==> src/rtl/ev2apb_pkg.sv <==
package ev2apb_pkg;

  localparam int unsigned DEF_NUM_SRC  = 3;
  localparam int unsigned DEF_CNT_W    = 4;
  localparam int unsigned DEF_ADDR_W   = 32;
  localparam int unsigned DEF_DATA_W   = 32;
  localparam int unsigned DEF_MAX_PEND = 10;

  // Index 0 occupies the low word: source A, then B, then C.
  localparam logic [DEF_NUM_SRC*DEF_ADDR_W-1:0] DEF_BASE_ADDRS =
    {32'hCAFE_0000, 32'hBAFF_0000, 32'hABBA_0000};

  typedef enum logic [1:0] {
    BUS_IDLE   = 2'd0,
    BUS_SETUP  = 2'd1,
    BUS_ACCESS = 2'd2
  } bus_state_e;

endpackage

==> src/rtl/ev2apb_src_counter.sv <==
module ev2apb_src_counter #(
  parameter int unsigned CNT_W = 4
) (
  input  logic             clk,
  input  logic             rst,
  input  logic             evt_i,
  input  logic             take_i,
  output logic [CNT_W-1:0] cnt_o
);

  logic [CNT_W-1:0] cnt_q;

  // When the count is taken for a write, restart it from this cycle's strobe.
  always_ff @(posedge clk or posedge rst) begin
    if (rst) begin
      cnt_q <= '0;
    end else if (take_i) begin
      cnt_q <= evt_i ? CNT_W'(1) : '0;
    end else if (evt_i) begin
      cnt_q <= cnt_q + CNT_W'(1);
    end
  end

  assign cnt_o = cnt_q;

endmodule

==> src/rtl/ev2apb_prio_pick.sv <==
module ev2apb_prio_pick #(
  parameter int unsigned N     = 3,
  localparam int unsigned IDX_W = (N > 1) ? $clog2(N) : 1
) (
  input  logic [N-1:0]     req_i,
  output logic             any_o,
  output logic [IDX_W-1:0] idx_o
);

  // Lowest index wins: walk from the top so the last hit is the lowest.
  always_comb begin
    any_o = 1'b0;
    idx_o = '0;
    for (int i = N - 1; i >= 0; i--) begin
      if (req_i[i]) begin
        any_o = 1'b1;
        idx_o = IDX_W'(i);
      end
    end
  end

endmodule

==> src/rtl/ev2apb_apb_master.sv <==
module ev2apb_apb_master
  import ev2apb_pkg::*;
#(
  parameter int unsigned ADDR_W = 32,
  parameter int unsigned DATA_W = 32
) (
  input  logic              clk,
  input  logic              rst,
  input  logic              req_i,
  input  logic [ADDR_W-1:0] addr_i,
  input  logic [DATA_W-1:0] data_i,
  input  logic              pready_i,
  output logic              take_o,
  output logic              psel_o,
  output logic              penable_o,
  output logic              pwrite_o,
  output logic [ADDR_W-1:0] paddr_o,
  output logic [DATA_W-1:0] pwdata_o
);

  bus_state_e        state_q;
  logic              psel_q;
  logic              penable_q;
  logic              pwrite_q;
  logic [ADDR_W-1:0] paddr_q;
  logic [DATA_W-1:0] pwdata_q;

  // A new transfer may only be launched from idle, which also gives the gap.
  assign take_o = (state_q == BUS_IDLE) && req_i;

  always_ff @(posedge clk or posedge rst) begin
    if (rst) begin
      state_q   <= BUS_IDLE;
      psel_q    <= 1'b0;
      penable_q <= 1'b0;
      pwrite_q  <= 1'b0;
      paddr_q   <= '0;
      pwdata_q  <= '0;
    end else begin
      case (state_q)
        BUS_IDLE: begin
          if (req_i) begin
            state_q  <= BUS_SETUP;
            psel_q   <= 1'b1;
            pwrite_q <= 1'b1;
            paddr_q  <= addr_i;
            pwdata_q <= data_i;
          end
        end
        BUS_SETUP: begin
          state_q   <= BUS_ACCESS;
          penable_q <= 1'b1;
        end
        BUS_ACCESS: begin
          if (pready_i) begin
            state_q   <= BUS_IDLE;
            psel_q    <= 1'b0;
            penable_q <= 1'b0;
            pwrite_q  <= 1'b0;
          end
        end
        default: begin
          state_q   <= BUS_IDLE;
          psel_q    <= 1'b0;
          penable_q <= 1'b0;
          pwrite_q  <= 1'b0;
        end
      endcase
    end
  end

  assign psel_o    = psel_q;
  assign penable_o = penable_q;
  assign pwrite_o  = pwrite_q;
  assign paddr_o   = paddr_q;
  assign pwdata_o  = pwdata_q;

endmodule

==> src/rtl/ev2apb_bridge.sv <==
module ev2apb_bridge
  import ev2apb_pkg::*;
#(
  parameter int unsigned NUM_SRC  = DEF_NUM_SRC,
  parameter int unsigned CNT_W    = DEF_CNT_W,
  parameter int unsigned ADDR_W   = DEF_ADDR_W,
  parameter int unsigned DATA_W   = DEF_DATA_W,
  parameter int unsigned MAX_PEND = DEF_MAX_PEND,
  parameter logic [NUM_SRC*ADDR_W-1:0] BASE_ADDRS = DEF_BASE_ADDRS
) (
  input  logic               clk,
  input  logic               rst,
  input  logic [NUM_SRC-1:0] evt_i,
  input  logic               pready_i,
  output logic               psel_o,
  output logic               penable_o,
  output logic               pwrite_o,
  output logic [ADDR_W-1:0]  paddr_o,
  output logic [DATA_W-1:0]  pwdata_o
);

  localparam int unsigned IDX_W = (NUM_SRC > 1) ? $clog2(NUM_SRC) : 1;

  logic [CNT_W-1:0]         cnt_arr [NUM_SRC];
  logic [NUM_SRC*CNT_W-1:0] cnt_flat;
  logic [NUM_SRC-1:0]       pend;
  logic [NUM_SRC-1:0]       take_vec;
  logic                     any_pend;
  logic [IDX_W-1:0]         sel_idx;
  logic                     take;
  logic [ADDR_W-1:0]        sel_addr;
  logic [DATA_W-1:0]        sel_data;

  for (genvar g = 0; g < NUM_SRC; g++) begin : g_src
    assign take_vec[g] = take && (sel_idx == IDX_W'(g));

    ev2apb_src_counter #(
      .CNT_W (CNT_W)
    ) cnt_i (
      .clk    (clk),
      .rst    (rst),
      .evt_i  (evt_i[g]),
      .take_i (take_vec[g]),
      .cnt_o  (cnt_arr[g])
    );

    assign pend[g]                     = (cnt_arr[g] != '0);
    assign cnt_flat[g*CNT_W +: CNT_W]  = cnt_arr[g];
  end

  ev2apb_prio_pick #(
    .N (NUM_SRC)
  ) pick_i (
    .req_i (pend),
    .any_o (any_pend),
    .idx_o (sel_idx)
  );

  assign sel_addr = BASE_ADDRS[sel_idx*ADDR_W +: ADDR_W];
  assign sel_data = DATA_W'(cnt_arr[sel_idx]);

  ev2apb_apb_master #(
    .ADDR_W (ADDR_W),
    .DATA_W (DATA_W)
  ) bus_i (
    .clk       (clk),
    .rst       (rst),
    .req_i     (any_pend),
    .addr_i    (sel_addr),
    .data_i    (sel_data),
    .pready_i  (pready_i),
    .take_o    (take),
    .psel_o    (psel_o),
    .penable_o (penable_o),
    .pwrite_o  (pwrite_o),
    .paddr_o   (paddr_o),
    .pwdata_o  (pwdata_o)
  );

endmodule

==> config.mk <==
export PLATFORM = sky130hd
export DESIGN_NAME = ev2apb_bridge
export DESIGN_NICKNAME = d
export VERILOG_FILES = /design/src/rtl/ev2apb_pkg.sv /design/src/rtl/ev2apb_src_counter.sv /design/src/rtl/ev2apb_prio_pick.sv /design/src/rtl/ev2apb_apb_master.sv /design/src/rtl/ev2apb_bridge.sv
export SDC_FILE = /design/constraint.sdc
export NUM_CORES = 1
export LEC_CHECK = 0
export BUFFER_PORTS_ARGS = -buffer_cell sky130_fd_sc_hd__buf_2
export CORE_UTILIZATION = 55
export CTS_CLUSTER_DIAMETER = 120
export DETAILED_ROUTE_END_ITERATION = 8
export PLACE_DENSITY = 0.81
export SKIP_CTS_REPAIR_TIMING = 1
export SYNTH_ARGS = -nofsm -noshare
export SYNTH_HDL_FRONTEND = slang
export SYNTH_HIERARCHICAL = 1
export SYNTH_SLANG_ARGS = --single-unit
==> constraint.sdc <==
create_clock -name clk -period 3.66 [get_ports clk]
set_input_delay 0.732 -clock clk [delete_from_list [all_inputs] [get_ports clk]]
set_output_delay 0.732 -clock clk [all_outputs]
set_load 0.005 [all_outputs]
==> results, run 1 <==
- The global placement routability congestion is 0.834.
- Setup repair after global routing left no endpoint under its margin.
- Prior to clock tree synthesis, the placed netlist has a worst setup slack of 1.11 ns.
- On the final layout, the worst clock skew is 0.0114 ns.
- After detailed routing, the number of remaining DRC violations is 0.
- The remaining number of nets flagged by the antenna check after routing is 0.
- The area of the multi-input gates is 1620 um^2.
- After floorplanning, the core was divided into 29 placement rows.
- The number of warnings issued by yosys is 6.
- In this design, the stage delay of the slowest critical-path cell is 0.59 ns.
- The type of element launching the critical path is a register.
- The most area-hungry cell type in the Yosys netlist is dfrtp_1.
- The first global-routing pass estimated 11000 um of wire.
- The async set-reset flop share out of synthesis is 100%.
- The main combinational cell family by area after synthesis is multiplexers.
- The setup violation total in the final timing report is 0.
- The fraction of the mapped netlist area in adder cells is 2.41%.
- The master of the slowest instance on the critical path is or4_1.
- The average instance in the mapped netlist occupies 15.8 um^2.
- The detailed router placed 2146 vias in this run.
- The number of global-route vias before repair is 2258.
- In this run the worst path has a maximum fanout of 8.
- Measured against the total synthesized area, the mux share comes to 28.3%.
- The clock latency on the worst-skew pair is 0.35 ns.
- The first detailed-routing pass took 4 iterations.
- The fraction of final layout cells with drive strength greater than 1 is 46.4%.
- The count of clock tree sinks is 80.
- At the pin with the least slew margin, the transition time is 0.656 ns.
- The xor/xnor share of the synthesized area is 0.723%.
- The count of final max-slew check failures is 0.
- The number of cells on the worst reg-to-reg path is 7.
- The path class of the tightest hold or removal check is in -> async.
- The number of ports placed on the die boundary is 73.
- The simple-gate portion of the synthesized area is 5.57%.
- For this block, the initial DRC count from the detailed router was 31.
- The antenna diode instance count is 0.
- Measured along the y axis, the die boundary spans 83.3 um.
- Summed over all cells, the static leakage comes to 0.00218 uW.
- Power spread over the standard cell area amounts to 913 nW/um^2.
- The endpoint identified for the worst register-to-register timing path is g_src[0].cnt_i/cnt_o[0].
- The number of enable flip-flop cells after synthesis is 0.
- The instance count of the mapped netlist is 230.
- The nature of the critical path endpoint is a register.
- The compound-gate portion of the synthesized area is 2.86%.
- Among all cell types in the netlist, the one instantiated most often is dfrtp_1.
- Entering global routing, the biggest net connects 33 pins.
- The starting density of the core is 57.3%.
- Summing every instance area after synthesis gives 3640 um^2.
- The endpoint required time on the critical path is 3.90 ns.
- The share of the yosys chip area belonging to registers is 55.1%.
- The synthesized design contains 80 register bits.
- The number of max-cap violations is 0.
- Counting the fill cells in the layout gives 460.
- After clock tree synthesis, the clock-pin slew on the worst setup and hold paths is 0.08 ns.
- The footprint of the flip-flops and latches is 2000 um^2.
- In the synthesized netlist the dominant register cell turns out to be dfrtp_1.
- Sorting the synthesized cells by area gives the leading types as dfrtp_1 55%, mux2_4 21%, mux2_2 4.6%.
- The source of the worst register-to-register timing path is g_src[0].cnt_i/cnt_o[2].
- The peak supply drop is 542 uV.
- The summed area of non-filler cells in the final layout is 4340 um^2.
- The depth of the CTS H-tree is 3.
- Global routing used 20.5% of the available tracks.
- The type of the worst setup path is reg -> reg.
- The buffer cell driving the clock tree root is clkbuf_8.
- The die covers 6940 um^2.
- The number of buffers added by the clock tree synthesis step is 9.
- The number of buffers on the longest clock path is 2.
- Once placement finished, the instance area stood at 4150 um^2.
- The count of buffers added on input and output ports is 72.
- The top cell type's share of synthesized area is 55.1%.
- TritonCTS built the clock tree.
- The post-route fraction of the period consumed by the critical path is 71.2%.
- The fmax is 384 MHz.
- The routed length per instance is 14.9 um.
- The ratio of routed vias to standard cells is 4.93.
- For this run the aggregate overflow at the end of global routing stands at 0.
- The arrival time at the worst endpoint is 2.85 ns.
- The normalized max-slew margin is 56.2%.
- The overall routed net length is 6490 um.
- Traced cell by cell, the critical path runs through or4_1, nor2b_1, inv_1, ha_1, and2_1, nand2b_1, xnor2_1.
- Subtracting the final worst setup slack from the clock period gives 2.61 ns.
- The setup check on the worst reg-to-reg path leaves a slack of 1.05 ns.
- The sum of negative setup slack is 0 ns.
- The area growth from synthesis to layout is 19.3%.
- The width of the die is 83.3 um.
- The unique cell type count in the Yosys netlist is 30.
- The number of antenna violations at the first check in global routing is 0.
- The final count of hold timing violations is 0.
- The final layout contains 366 nets.
- The commonest cells after synthesis are 80 x dfrtp_1, 52 x mux2_4, 15 x mux2_2.
- The floorplan step defined a core boundary enclosing 6350 um^2.
- The worst-case setup margin in the final layout is 1.05 ns.
- The run finished with clean final reports.
- The HPWL after detailed placement is 4530 um.
## layer usage
metal / track usage, % / wire (um)
met4: 9.25 / 136
met1: 27.4 / 3090
met3: 5.47 / 295
met2: 31.6 / 2970
met5: 0 / 0
## where the power goes
part           total [uW]  internal [uW]  switching (uW)
clock                 615            274             341
combinational        1780           1070             716
sequential           1560           1290             273
## placed cells by master, fill, tap and decap left out, types with 3 or more instances in the layout
cell type and instances:
o2bb2ai_1 4, conb_1 45, and2_1 3, clkbuf_8 10, nor2b_1 5, nor2_1 6, mux2i_1 8, a21bo_2 3
mux2_4 52, a21oi_1 4, nand2b_1 3, dfrtp_1 80, nand3b_1 3, xnor2_1 3, buf_4 5, inv_1 8
mux2_2 15, or4_1 3, buf_2 72, ha_1 7, nand4_1 3
## sequential cells by signal, summed over array words and instances (netlist names)
register,count
bus_i/paddr_o,32
g_src.cnt_i/cnt_o,12
bus_i/pwrite_o,1
bus_i/pwdata_o,32
bus_i/penable_o,1
bus_i/state_q,2
## worst max-delay path by stage
stage	startpoint	depth (start not counted)	slack (ns)	endpoint
2_1_floorplan	rst	1	1.22	bus_i/paddr_o[0]
3_3_place_gp	g_src[1].cnt_i/cnt_o[2]	6	1.18	bus_i/paddr_o[23]
4_1_cts	g_src[0].cnt_i/cnt_o[2]	7	1.08	g_src[0].cnt_i/cnt_o[0]
6_report	g_src[0].cnt_i/cnt_o[2]	7	1.05	g_src[0].cnt_i/cnt_o[0]
3_5_place_dp	g_src[0].cnt_i/cnt_o[2]	7	1.11	g_src[2].cnt_i/cnt_o[0]
5_1_grt	g_src[0].cnt_i/cnt_o[2]	7	0.88	g_src[0].cnt_i/cnt_o[0]
## logic make-up (layout without fill, tap and decap cells)
family,count (synthesis),after routing
adder cells (fa/ha/maj),7,7
AO/OA/AOI/OAI,14,14
multiplexers,75,75
other,1,45
AND/OR/NAND/NOR,32,32
flip-flops,80,80
buffers and inverters,18,102
XOR/XNOR,3,3
## worst max-delay path: cells and delay by family, from the launching register on
family	cells	cell delay (ns)
flops	1	0.42
xor+xnor	1	0.13
fa+ha+maj	1	0.26
buf+inv	1	0.15
simple gates	4	1.54
## area by class of cell
cell class	instances	share of cell area (%)
sequential	80	46.1
tap	77	2.22
inverter	9	0.779
multi-input combinational	176	37.3
clock buffer	10	3.17
timing repair buffer	77	9.17
clock inverter	6	1.21
## stage by stage
step	utilization, %	total power [uW]	std cells	hold WS, ns
floorplan	-	2980	274	0.474
global placement	65.3	3290	419	0.466
detailed placement	65.3	3360	419	0.471
CTS	68.3	4000	435	0.288
global route	68.3	4220	435	0.300
finish	68.3	3960	435	0.298
No activity file was read; power rests on OpenSTA's default activity.
==> run 2, diff against run 1 <==
--- a/config.mk
+++ b/config.mk
@@ -5,11 +5,12 @@
 export SDC_FILE = /design/constraint.sdc
 export NUM_CORES = 1
 export LEC_CHECK = 0
+export ABC_AREA = 1
 export BUFFER_PORTS_ARGS = -buffer_cell sky130_fd_sc_hd__buf_2
-export CORE_UTILIZATION = 55
+export CORE_UTILIZATION = 51
 export CTS_CLUSTER_DIAMETER = 120
 export DETAILED_ROUTE_END_ITERATION = 8
-export PLACE_DENSITY = 0.81
+export PLACE_DENSITY = 0.79
 export SKIP_CTS_REPAIR_TIMING = 1
 export SYNTH_ARGS = -nofsm -noshare
 export SYNTH_HDL_FRONTEND = slang
==> constraint.sdc (replaced) <==
create_clock -name clk -period 2.25 [get_ports clk]
set_input_delay 0.45 -clock clk [delete_from_list [all_inputs] [get_ports clk]]
set_output_delay 0.45 -clock clk [all_outputs]
set_load 0.005 [all_outputs]
==> results, run 2 <==
- The dominant synthesized flop cell is dfrtp_1 (unchanged).
- The number of buffers added on ports came to 72 (unchanged).
- The endpoint required time on the critical path was 2.50 ns (was 3.90 ns).
- The clock tree skew after final layout is 0.0135 ns (was 0.0114 ns).
- The unique cell type count in the Yosys netlist was 21 (was 30).
- The area growth from synthesis to layout is 20.9% (was 19.3%).
- The post-synthesis instance area is 3480 um^2 (was 3640 um^2).
- The maximum number of pins on one net before global-route repair was 67 (was 33).
- The routed length per instance is 10.7 um (was 14.9 um).
- The number of cells on the worst reg-to-reg path is 11 (was 7).
- The final count of hold timing violations is 0 (unchanged).
- Setup repair after global routing missed its margin: false (unchanged).
- The buffer cell driving the clock tree root is clkbuf_8 (unchanged).
- The count of final max-slew check failures came to 0 (unchanged).
- The type of the worst setup path is reg -> reg (unchanged).
- The worst hold path class is in -> async (unchanged).
- The number of global-route vias before repair is 2542 (was 2258).
- The pin slew with the least headroom to its limit is 0.641 ns (was 0.656 ns).
- The instance count of the mapped netlist is 419 (was 230).
- The antenna diode instance count is 0 (unchanged).
- The global placement routability congestion is 0.864 (was 0.834).
- The overall routed net length is 6630 um (was 6490 um).
- The number of max-cap violations came to 0 (unchanged).
- The most instantiated library cell after synthesis is nand2_1 (was dfrtp_1).
- The power density normalized to cell area is 1510 nW/um^2 (was 913 nW/um^2).
- The setup violation total in the final timing report was 0 (unchanged).
- The nature of the critical path endpoint is a register (unchanged).
- The fraction of final layout cells with drive strength greater than 1 is 19.0% (was 46.4%).
- The all-layer global routing usage is 20.4% (was 20.5%).
- The post-synthesis average cell area is 8.30 um^2 (was 15.8 um^2).
- The minimum clock period came to 2.01 ns (was 2.61 ns).
- The via count was 2753 (was 2146).
- The number of DRC markers in iteration 0 is 124 (was 31).
- The number of enable flip-flop cells after synthesis was 0 (unchanged).
- The commonest non-fill, non-tap cell in the layout is nand2_1 (was dfrtp_1).
- The ratio of routed vias to standard cells is 4.45 (was 4.93).
- The top cell type's share of synthesized area is 57.6% (was 55.1%).
- The most area-hungry cell type in the Yosys netlist is dfrtp_1 (unchanged).
- The type of element launching the critical path is a register (unchanged).
- The sum of buffers and inverters on the critical path is 4 (was 1).
- The floorplan die area is 7150 um^2 (was 6940 um^2).
- The number of warnings issued by yosys is 6 (unchanged).
- The number of buffers on the longest clock path was 2 (unchanged).
- The number of search-and-repair iterations in the first detailed-routing pass is 7 (was 4).
- The global-route wire length before repair is 11500 um (was 11000 um).
- Critical path cell sequence: inv_1, nand4_1, inv_2, nand2_2, nor2_2, inv_2, ha_1, nand2_1, inv_1, or2_0, o21ai_0 (was or4_1, nor2b_1, inv_1, ha_1, and2_1, nand2b_1, xnor2_1).
- The peak supply drop was 675 uV (was 542 uV).
- The number of antenna violations at the first check in global routing is 0 (unchanged).
- The starting density of the core is 53.8% (was 57.3%).
- The post-detailed-route DRC marker count is 9 (was 0).
- The number of ports placed on the die boundary is 73 (unchanged).
- The clock tree from TritonCTS is done (unchanged).
- The share of the yosys chip area belonging to registers is 57.6% (was 55.1%).
- Commonest cells after routing, fill and taps aside: 234 x nand2_1, 80 x dfrtp_1, 72 x buf_2 (was 80 x dfrtp_1, 72 x buf_2, 52 x mux2_4).
- The depth of the critical timing path with buffers and inverters included was 11 (was 7).
- Result of the run: finished, violations left (was finished, final reports clean).
- The largest fanout on the critical path is 7 (was 8).
- The fmax was 498 MHz (was 384 MHz).
- The remaining number of nets flagged by the antenna check after routing was 0 (unchanged).
- The cell leakage power is 0.00252 uW (was 0.00218 uW).
- The summed area of non-filler cells in the final layout is 4210 um^2 (was 4340 um^2).
- The synthesis-stage register bit count is 80 (unchanged).
- Cell types with the highest counts after synthesis: 234 x nand2_1, 80 x dfrtp_1, 27 x inv_1 (was 80 x dfrtp_1, 52 x mux2_4, 15 x mux2_2).
- The cell class contributing the biggest share of worst-path delay was simple AND/OR/NAND/NOR gates (unchanged).
- The biggest cell delay along the critical path is 0.43 ns (was 0.59 ns).
- Largest cells by area after synthesis: dfrtp_1 58%, nand2_1 25%, inv_1 2.9% (was dfrtp_1 55%, mux2_4 21%, mux2_2 4.6%).
- The number of nets in the layout came to 549 (was 366).
- The number of buffers added by the clock tree synthesis step is 9 (unchanged).
- The count of clock tree sinks came to 80 (unchanged).
- The depth of the CTS H-tree is 3 (unchanged).
- The vertical die dimension was 84.6 um (was 83.3 um).
- The width of the die is 84.6 um (was 83.3 um).
- The master of the slowest instance on the critical path was dfrtp_1 (was or4_1).
- The area of the multi-input gates is 1400 um^2 (was 1620 um^2).
- The sum of negative setup slack came to 0 ns (unchanged).
- The clock transition at the register clock pins on the worst setup and hold paths after CTS came to 0.08 ns (about the same).
- The detailed placer's ending HPWL is 4420 um (was 4530 um).
- The standard-cell row count was 29 (unchanged).
- The post-route fraction of the period consumed by the critical path is 89.2% (was 71.2%).
- The final reports fail on DRC.
- The arrival time at the worst endpoint is 2.26 ns (was 2.85 ns).
- The area of the core region is 6460 um^2 (was 6350 um^2).
- The number of inserted filler cells in the final layout came to 585 (was 460).
- The normalized max-slew margin is 57.3% (was 56.2%).
- The placed instance area is 4020 um^2 (was 4150 um^2).
- The async set-reset flop share out of synthesis is 100% (unchanged).
- The footprint of the flip-flops and latches is 2000 um^2 (unchanged).
- The total global routing overflow is 0 (unchanged).
- The clock latency on the worst-skew pair is 0.34 ns (was 0.35 ns).
[run 2: cell types whose count changed in the layout (fill, tap and decap cells not counted), moves of 4 or more]
| cell | previous run | this run |
|---|---|---|
| nor2b_1 | 5 | 0 |
| mux2_4 | 52 | 0 |
| mux2i_1 | 8 | 0 |
| o2bb2ai_1 | 4 | 0 |
| nand2_1 | 1 | 234 |
| nand3_1 | 0 | 14 |
| mux2_2 | 15 | 0 |
| inv_2 | 1 | 5 |
| nor2_2 | 0 | 4 |
| inv_1 | 8 | 26 |
| nor2_1 | 6 | 14 |
[run 2: worst reg2reg max path, delay by kind of cell, from the launching register on]
family / cells / cell delay (ns)
AOI/OAI and AO/OA: 1 / 0.19
and+or+nand+nor: 5 / 0.71
buffers and inverters: 4 / 0.37
adders and majority gates: 1 / 0.23
DFF: 1 / 0.43
[run 2: cell type report]
cell class	instances	share of cell area (%)
flip-flops and latches	80	47.6
multi-input cells	337	33.4
repair buffers	77	9.46
clock buffers	11	3.12
inverters	31	2.77
well taps	77	2.29
clock inverters	5	1.37
[run 2: stage by stage]
stage          total power, uW  utilization [%]  std cells  hold WS (ns)  worst slack [ns]
2_1_floorplan             4510                -        463         0.216            0.0885
3_3_place_gp              5270             62.2        602         0.379             0.364
3_5_place_dp              5350             62.2        602         0.387             0.306
4_1_cts                   6410             65.1        618       0.00927             0.263
5_1_grt                   6980             65.1        618        0.0179            0.0316
6_report                  6350             65.1        618        0.0178             0.242
[run 2: power breakdown]
part           leakage, uW  total, uW  internal (uW)  switching [uW]
clock            0.0000973       1030            514             512
combinational      0.00145       2770           1090            1680
sequential        0.000974       2550           2150             402
total              0.00252       6350           3750            2600
[run 2: path summary, 6_finish.rpt]
kind,startpoint,to,slack [ns]
setup / recovery,g_src[1].cnt_i/cnt_o[1],g_src[1].cnt_i/cnt_o[1],0.24
hold / removal,rst,g_src[0].cnt_i/cnt_o[2],0.02
setup reg to reg,g_src[1].cnt_i/cnt_o[1],g_src[1].cnt_i/cnt_o[1],0.24
hold reg to reg,bus_i/paddr_o[1],bus_i/paddr_o[1],0.48
max in group asynchronous,rst,bus_i/state_q[1],1.60
min in group clk,evt_i[0],g_src[0].cnt_i/cnt_o[0],0.36
[run 2: per-layer routing]
layer / GRT usage (%) / up-vias / part of all wire [%]
met1: 26.9 / 1244 / 48
met3: 5.01 / 6 / 4.9
li1: - / 1446 / -
met4: 6.93 / 0 / 1.1
met2: 33.0 / 57 / 46
met5: 0 / - / 0
[run 2: kinds of logic after synthesis]
kind of cell | Yosys count | share of synthesized area [%]
AND/OR/NAND/NOR | 275 | 31.2
flip-flops | 80 | 57.6
buffers and inverters | 46 | 6.80
AO/OA/AOI/OAI | 7 | 1.08
adder cells (fa/ha/maj) | 7 | 2.52
XOR/XNOR | 3 | 0.756
other | 1 | 0.108
